--- config.mk ---
export PLATFORM = sky130hd
export DESIGN_NAME = msg_fetch_switch
export DESIGN_NICKNAME = d
export VERILOG_FILES = /design/src/rtl/fsw_pkg.sv /design/src/rtl/fsw_pc_unit.sv /design/src/rtl/fsw_mode_ctrl.sv /design/src/rtl/msg_fetch_switch.sv
export SDC_FILE = /design/constraint.sdc
export NUM_CORES = 1
export LEC_CHECK = 0
export CELL_PAD_IN_SITES_DETAIL_PLACEMENT = 1
export CELL_PAD_IN_SITES_GLOBAL_PLACEMENT = 2
export CORE_MARGIN = 2
export CORE_UTILIZATION = 27
export CTS_BUF_LIST = sky130_fd_sc_hd__clkbuf_4
export CTS_CLUSTER_SIZE = 16
export DETAILED_ROUTE_END_ITERATION = 8
export PLACE_DENSITY_LB_ADDON = 0.1
export SLEW_MARGIN = 20
export SYNTH_ARGS = -nofsm -noshare
export SYNTH_HDL_FRONTEND = slang
export SYNTH_HIERARCHICAL = 1
export SYNTH_SLANG_ARGS = --single-unit
--- constraint.sdc ---
create_clock -name clk -period 1.84 [get_ports clk]
set_input_delay 0.368 -clock clk [delete_from_list [all_inputs] [get_ports clk]]
set_output_delay 0.368 -clock clk [all_outputs]
set_load 0.01 [all_outputs]
--- src/rtl/fsw_pkg.sv ---
package fsw_pkg;
  typedef enum logic {
    SEL_COMP = 1'b0,
    SEL_HDL  = 1'b1
  } pc_sel_e;
endpackage

--- src/rtl/fsw_pc_unit.sv ---
module fsw_pc_unit #(
  parameter int                ADDR_W = 16,
  parameter int                STEP   = 4,
  parameter logic [ADDR_W-1:0] RST_PC = '0
) (
  input  logic              clk,
  input  logic              rst_n,
  input  logic              adv,
  input  logic              br_taken,
  input  logic [ADDR_W-1:0] br_target,
  input  logic              load,
  input  logic [ADDR_W-1:0] load_val,
  output logic [ADDR_W-1:0] pc
);
  localparam logic [ADDR_W-1:0] STEP_V = ADDR_W'(STEP);

  always_ff @(posedge clk) begin
    if (!rst_n)        pc <= RST_PC;
    else if (load)     pc <= load_val;
    else if (adv)      pc <= br_taken ? br_target : pc + STEP_V;
  end
endmodule

--- src/rtl/fsw_mode_ctrl.sv ---
module fsw_mode_ctrl
  import fsw_pkg::*;
#(
  parameter int PID_W = 4
) (
  input  logic             clk,
  input  logic             rst_n,
  input  logic             fetch_adv,
  input  logic             swap_dec,
  input  logic             msg_valid,
  input  logic [PID_W-1:0] msg_pid,
  input  logic [PID_W-1:0] cur_pid,
  output pc_sel_e          sel,
  output logic             msg_ready,
  output logic             take_hdl,
  output logic             kern_irq
);
  logic accept;
  logic trap;

  // Boundary-only acceptance, and never while a handler is running.
  assign msg_ready = fetch_adv && (sel == SEL_COMP);
  assign accept    = msg_valid && msg_ready;
  assign take_hdl  = accept && (msg_pid == cur_pid);
  assign trap      = accept && (msg_pid != cur_pid);

  always_ff @(posedge clk) begin
    if (!rst_n) begin
      sel      <= SEL_COMP;
      kern_irq <= 1'b0;
    end else begin
      kern_irq <= trap;
      case (sel)
        SEL_COMP: if (take_hdl) sel <= SEL_HDL;
        SEL_HDL:  if (fetch_adv && swap_dec) sel <= SEL_COMP;
        default:  sel <= SEL_COMP;
      endcase
    end
  end
endmodule

--- src/rtl/msg_fetch_switch.sv ---
module msg_fetch_switch
  import fsw_pkg::*;
#(
  parameter int                ADDR_W   = 16,
  parameter int                PID_W    = 4,
  parameter int                STEP     = 4,
  parameter logic [ADDR_W-1:0] RESET_PC = '0
) (
  input  logic              clk,
  input  logic              rst_n,
  input  logic              msg_valid,
  output logic              msg_ready,
  input  logic [ADDR_W-1:0] msg_handler_addr,
  input  logic [PID_W-1:0]  msg_pid,
  input  logic [PID_W-1:0]  cur_pid,
  input  logic              fetch_adv,
  input  logic              br_taken,
  input  logic [ADDR_W-1:0] br_target,
  input  logic              swap_dec,
  output logic [ADDR_W-1:0] fetch_addr,
  output logic              in_handler,
  output logic              kern_irq
);
  localparam int NUM_PC = 2;

  pc_sel_e           sel;
  logic              take_hdl;
  logic [ADDR_W-1:0] pc_q [NUM_PC];
  logic [ADDR_W-1:0] comp_pc;
  logic [ADDR_W-1:0] hdl_pc;

  fsw_mode_ctrl #(.PID_W(PID_W)) mode_i (
    .clk       (clk),
    .rst_n     (rst_n),
    .fetch_adv (fetch_adv),
    .swap_dec  (swap_dec),
    .msg_valid (msg_valid),
    .msg_pid   (msg_pid),
    .cur_pid   (cur_pid),
    .sel       (sel),
    .msg_ready (msg_ready),
    .take_hdl  (take_hdl),
    .kern_irq  (kern_irq)
  );

  // Index 0: computation counter, index 1: handler counter.
  for (genvar i = 0; i < NUM_PC; i++) begin : g_pc
    localparam logic [ADDR_W-1:0] RST_I = (i == 0) ? RESET_PC : '0;
    logic active;
    logic load;
    assign active = (i == 0) ? (sel == SEL_COMP) : (sel == SEL_HDL);
    assign load   = (i == 1) && take_hdl;
    fsw_pc_unit #(.ADDR_W(ADDR_W), .STEP(STEP), .RST_PC(RST_I)) pc_i (
      .clk       (clk),
      .rst_n     (rst_n),
      .adv       (fetch_adv && active),
      .br_taken  (br_taken),
      .br_target (br_target),
      .load      (load),
      .load_val  (msg_handler_addr),
      .pc        (pc_q[i])
    );
  end

  assign comp_pc    = pc_q[0];
  assign hdl_pc     = pc_q[1];
  assign in_handler = (sel == SEL_HDL);
  assign fetch_addr = in_handler ? hdl_pc : comp_pc;
endmodule

After elaboration in Yosys (flattened, before gate mapping) --
Index checks and enable logic that the tools add are counted.
Storage, ports and cells: register bits 34, bits in latches 0, bits in writable memories 0, bits in read-only memories 0, input port bits 46, output and inout port bits 19, logic and storage cells 24, memories 0
Operators by class: add/subtract/negate cells 2, multiply operators 0, div/mod/pow operators 0, magnitude comparators 0, equal/unequal tests 2, shifts and indexed selects 0, mux-type cells 8, bitwise operators 1, reduce and logical (&&, ||, !) cells 7
Operators by type and width (number):
- $mux W16 | 5
- $add A16 B3 Y16 const B | 2
- $logic_and A1 B1 Y1 | 6
- $eq A4 B4 Y1 | 1
- $ne A4 B4 Y1 | 1
- $mux W1 | 2
- $pmux W1 S2 | 1
- $reduce_bool A2 Y1 | 1
- $not A1 Y1 | 1

Depth between registers and ports, before layout --
depth in word-level cells 6, depth in mapped cells 9, gate-level depth less buffers 7

Cells and area by module --
Netlist, hierarchy kept.
By module, submodules not included:
- fsw_pc_unit | times used 2, cells each 158, area an instance 1192.4 sq um, seq. area each 320.3 sq um
- msg_fetch_switch | times used 1, cells each 21, area an instance 261.5 sq um, seq. area each 0.0 sq um
- fsw_mode_ctrl | times used 1, cells each 15, area an instance 122.6 sq um, seq. area each 40.0 sq um

Least setup slack after synthesis --
OpenSTA, ideal clock, no wires.
path kind register -> register, start point reg mode_i.sel, end point reg g_pc[0].pc_i.pc[8], library setup time 0.115 ns, data arrival time 1.825 ns, setup slack -0.100 ns, cell stages (with the launch flop) 10, buffers on the path 4, clock period less this slack 1.940 ns, cell sequence dfxtp_1 -> buf_6 -> buf_12 -> and2b_2 -> clkbuf_1 -> or2_2 -> buf_2 -> o221ai_1 -> a21oi_1 -> o21a_1
Between the ends: longest elaborated chain between the ends 2
Ends and longest elaborated chain:
- from (decl) | RTL line fsw_mode_ctrl.sv:13 | output pc_sel_e sel,
- from (signal assigned) | RTL line fsw_mode_ctrl.sv:29 | sel <= SEL_COMP;
- from (signal assigned) | RTL line fsw_mode_ctrl.sv:34 | SEL_COMP: if (take_hdl) sel <= SEL_HDL;
- from (signal assigned) | RTL line fsw_mode_ctrl.sv:35 | SEL_HDL: if (fetch_adv && swap_dec) sel <= SEL_COMP;
- $not A1 Y1 | RTL line msg_fetch_switch.sv:51 | assign active = (i == 0) ? (sel == SEL_COMP) : (sel == SEL_HDL);
- $logic_and A1 B1 Y1 | RTL line msg_fetch_switch.sv:56 | .adv (fetch_adv && active),
- to (signal assigned) | RTL line fsw_pc_unit.sv:19 | else if (load) pc <= load_val;
- to (signal assigned) | RTL line fsw_pc_unit.sv:20 | else if (adv) pc <= br_taken ? br_target : pc + STEP_V;
- to (decl) | RTL line fsw_pc_unit.sv:13 | output logic [ADDR_W-1:0] pc
Every way passes these cells. A chain may end at the register's enable or synchronous reset.

Final worst setup path --
start point in cur_pid[1], end point reg g_pc[1].pc_i.pc[8]
Between the ends: longest elaborated chain between the ends 3
Ends and longest elaborated chain:
- from (decl) | RTL line msg_fetch_switch.sv:15 | input logic [PID_W-1:0] cur_pid,
- $eq A4 B4 Y1 (*) | RTL line fsw_mode_ctrl.sv:24 | assign take_hdl = accept && (msg_pid == cur_pid);
- $logic_and A1 B1 Y1 (*) | RTL line fsw_mode_ctrl.sv:24
- net g_pc[1].load | RTL line msg_fetch_switch.sv:50 | logic load;
- $mux W16 or $reduce_bool A2 Y1 (tied branches)
- to (signal assigned) | RTL line fsw_pc_unit.sv:19
- to (signal assigned) | RTL line fsw_pc_unit.sv:20
- to (decl) | RTL line fsw_pc_unit.sv:13
The timed path passes the listed nets; every way through them passes the cells marked *.

==> impl_metrics.yaml <==
yosys:
  syn-num-nets: 400
  async_flop_share: 0
  synth-seq-cells: 34
  ys.flop_type: "dfxtp_1"
  synth-seq-area-share: 0.246
  synth.distinct_cells: 58
  syn_inst: 352
  syn_avg_cell_area_sq_um: 7.87
  synth_most_common_cell: "o21ai_0"
  ys_top_cells_by_count: "42 x o21ai_0, 34 x dfxtp_1, 32 x nand2_1"
  syn_area_sq_um: 2770
  yosysTopAreaCell: "dfxtp_1"
  synth_top_area_frac: 0.246
  synth_warnings: 6
  synth.area.top_cells: "dfxtp_1 25%, o21ai_0 7.6%, mux2_4 4.3%"
  synth_edf_count: 0
detailed_routing:
  drtAntennaViolNets: 0
  dr_total_vias: 3046
  drc: 0
  routedWlPerCell_microns: 18.1
  routed_wl_mm: 10.5
  dr.pass1.iters: 4
  drtIter0Drc: 94
  via_per_inst: 5.25
clocking:
  htree_levels: 2
  clock_latency_ns: 0.35
  tritoncts: "built"
  holdBufCountCts: 0
  root_buffer: "clkbuf_4"
  clockBufferDepth: 2
  clock_sinks: 34
  cts_buffers: 5
  clk_pin_slew_ns: 0.12
grt:
  antenna_found_initial: 0
  grt.total_usage: 0.192
  grt_start_max_net_pins: 28
  grt_pass1_vias: 3153
  grt-busiest-layer: "met2"
  globalRouteMet3Util: 0.0353
  overflow: 0
  grt_pass1_wl_mm: 16.5
  use_met2: 0.344
  grt_use_met1: 0.236
placed_design:
  post-place-ws_ns: -0.386
  dp_hpwl_mm: 8.27
  place_congestion: 0.812
  numPortBuffers: 64
  post_dp_cell_area_sq_um: 3760
critical_path:
  worst_setup_path_end_kind: "register"
  startpoint_type: "input pin"
  crit_required_ns: 2.09
  crit_fanout: 7
  crit_arrival_ns: 2.06
  reg2reg_depth: 10
  crit_type: "input pin to register"
timing:
  max_freq_mhz: 554
  fin_skew_ns: 0.0152
  setup_violations: 0
  slew_violations: 0
  rsz0062_at_grt: "yes"
  hold_viol_final: 0
  worst_slack_ns: 0.0343
  fin_crit_sh: 0.981
  period_needed_ns: 1.81
layout:
  n_antenna_cell: 0
  final_area_sq_um: 3910
  layout.nets: 495
  synthToLayoutAreaGrowth_pct: 41.3
  drive_above_1_share: 0.268
run_status:
  status: "complete, no violations"
min_path:
  hold_depth: 5
  hold_class: "input pin to register"
floorplan:
  die_h_microns: 105
  core_area_sq_um: 9860
  row_count: 36
  io-pin-count: 65
  die_area_sq_um: 11100
  die_w_microns: 105
  start_util: 0.281
pwr:
  powerDensity_nw_per_um2: 462
  leakage_nw: 1.59
  irDropWorstVdd_uv: 210
flow_run:
  cap_violations: 0
==> worst max-delay path, cell delays in order <==
cell	delay, ns
clkdlybuf4s50_1	0.47
xnor2_1	0.11
nand4_1	0.14
nor2_2	0.12
buf_6	0.14
clkinvlp_4	0.15
buf_4	0.18
o221ai_1	0.18
a21oi_1	0.06
o21a_1	0.11
==> stage by stage <==
stage / hold WS [ns] / util / setup TNS [ns] / power (mW) / std cells
after floorplan: 0.493 / - / 0 / 1.09 / 352
after global placement: 0.521 / 0.381 / -5.55 / 1.37 / 566
after detailed placement: 0.521 / 0.381 / -6.96 / 1.38 / 566
after CTS: 0.552 / 0.391 / -0.0180 / 1.83 / 576
after global routing: 0.551 / 0.396 / -0.144 / 1.91 / 580
final: 0.517 / 0.396 / 0 / 1.81 / 580
==> layout by cell type (no fill, tap or decap), types with 5 or more instances in the layout <==
master,netlist,final
buf_4,4,43
clkdlybuf4s50_1,0,39
o21ai_0,42,37
dfxtp_1,34,33
nand2_1,32,31
nand3_1,20,20
a21oi_1,18,18
mux2_2,10,10
nor2_1,11,10
o21ai_1,5,10
inv_1,10,9
nor2b_1,9,9
mux2_4,8,8
nor4_1,8,8
clkbuf_4,0,7
a31oi_1,8,7
dlymetal6s2s_1,0,7
clkdlybuf4s15_1,0,7
nand2b_1,6,6
nor3_1,6,6
o211a_1,6,6
mux2i_1,6,6
and2_1,6,6
nand4_1,5,5
clkbuf_2,0,5
==> registers in the layout, summed over array words and instances (netlist names) <==
signal	cells
mode_i/kern_irq	1
mode_i/sel	1
g_pc.pc_i/pc	32
==> path summary, 6_finish.rpt <==
path | from | end | slack, ns
setup / recovery | cur_pid[1] | g_pc[1].pc_i/pc[8] | 0.03
setup reg to reg | mode_i/sel | g_pc[1].pc_i/pc[8] | 0.08
hold reg to reg | g_pc[0].pc_i/pc[14] | g_pc[0].pc_i/pc[14] | 0.55
hold / removal | msg_pid[1] | mode_i/sel | 0.52
==> power by group <==
part	leakage, nW	internal (mW)	switching [mW]	total [mW]
registers	0.279	0.773	0.0512	0.824
logic	1.28	0.290	0.238	0.528
clock network	0.0322	0.174	0.279	0.453
total	1.59	1.24	0.568	1.81
==> repair_timing <==
| action | in CTS | in global routing |
|---|---|---|
| hold endpoints to repair | 0 | 0 |
| resized for setup | 41 | 35 |
| setup endpoints to repair | 24 | 24 |
| buffers inserted | 3 | 4 |
| pin swaps | 0 | 5 |
==> layout make-up <==
class                           count  area (sq um)
Clock buffer                        7          52.6
Fill cell                        1178          5950
Sequential cell                    34           684
Inverter                           10          41.3
Tap cell                          133           166
Timing Repair Buffer              114          1050
Multi-Input combinational cell    282          1920
==> logic make-up (layout without fill, tap and decap cells) <==
group / count (synthesis) / in the layout / share of synthesized area
flip-flops: 34 / 34 / 0.246
multiplexers: 24 / 24 / 0.106
AO/OA/AOI/OAI: 119 / 119 / 0.280
AND/OR/NAND/NOR: 130 / 130 / 0.265
buffers and inverters: 36 / 131 / 0.0737
XOR/XNOR: 6 / 6 / 0.0190
other: 1 / 1 / 0.00135
adder cells (fa/ha/maj): 2 / 2 / 0.00904
==> routing by layer <==
metal / part of all wire / wire length (microns)
met3: 0.040 / 422
met1: 0.45 / 4740
met2: 0.49 / 5150
met4: 0.016 / 173
met5: 0 / 0
Power figures use the tool's default switching activity.
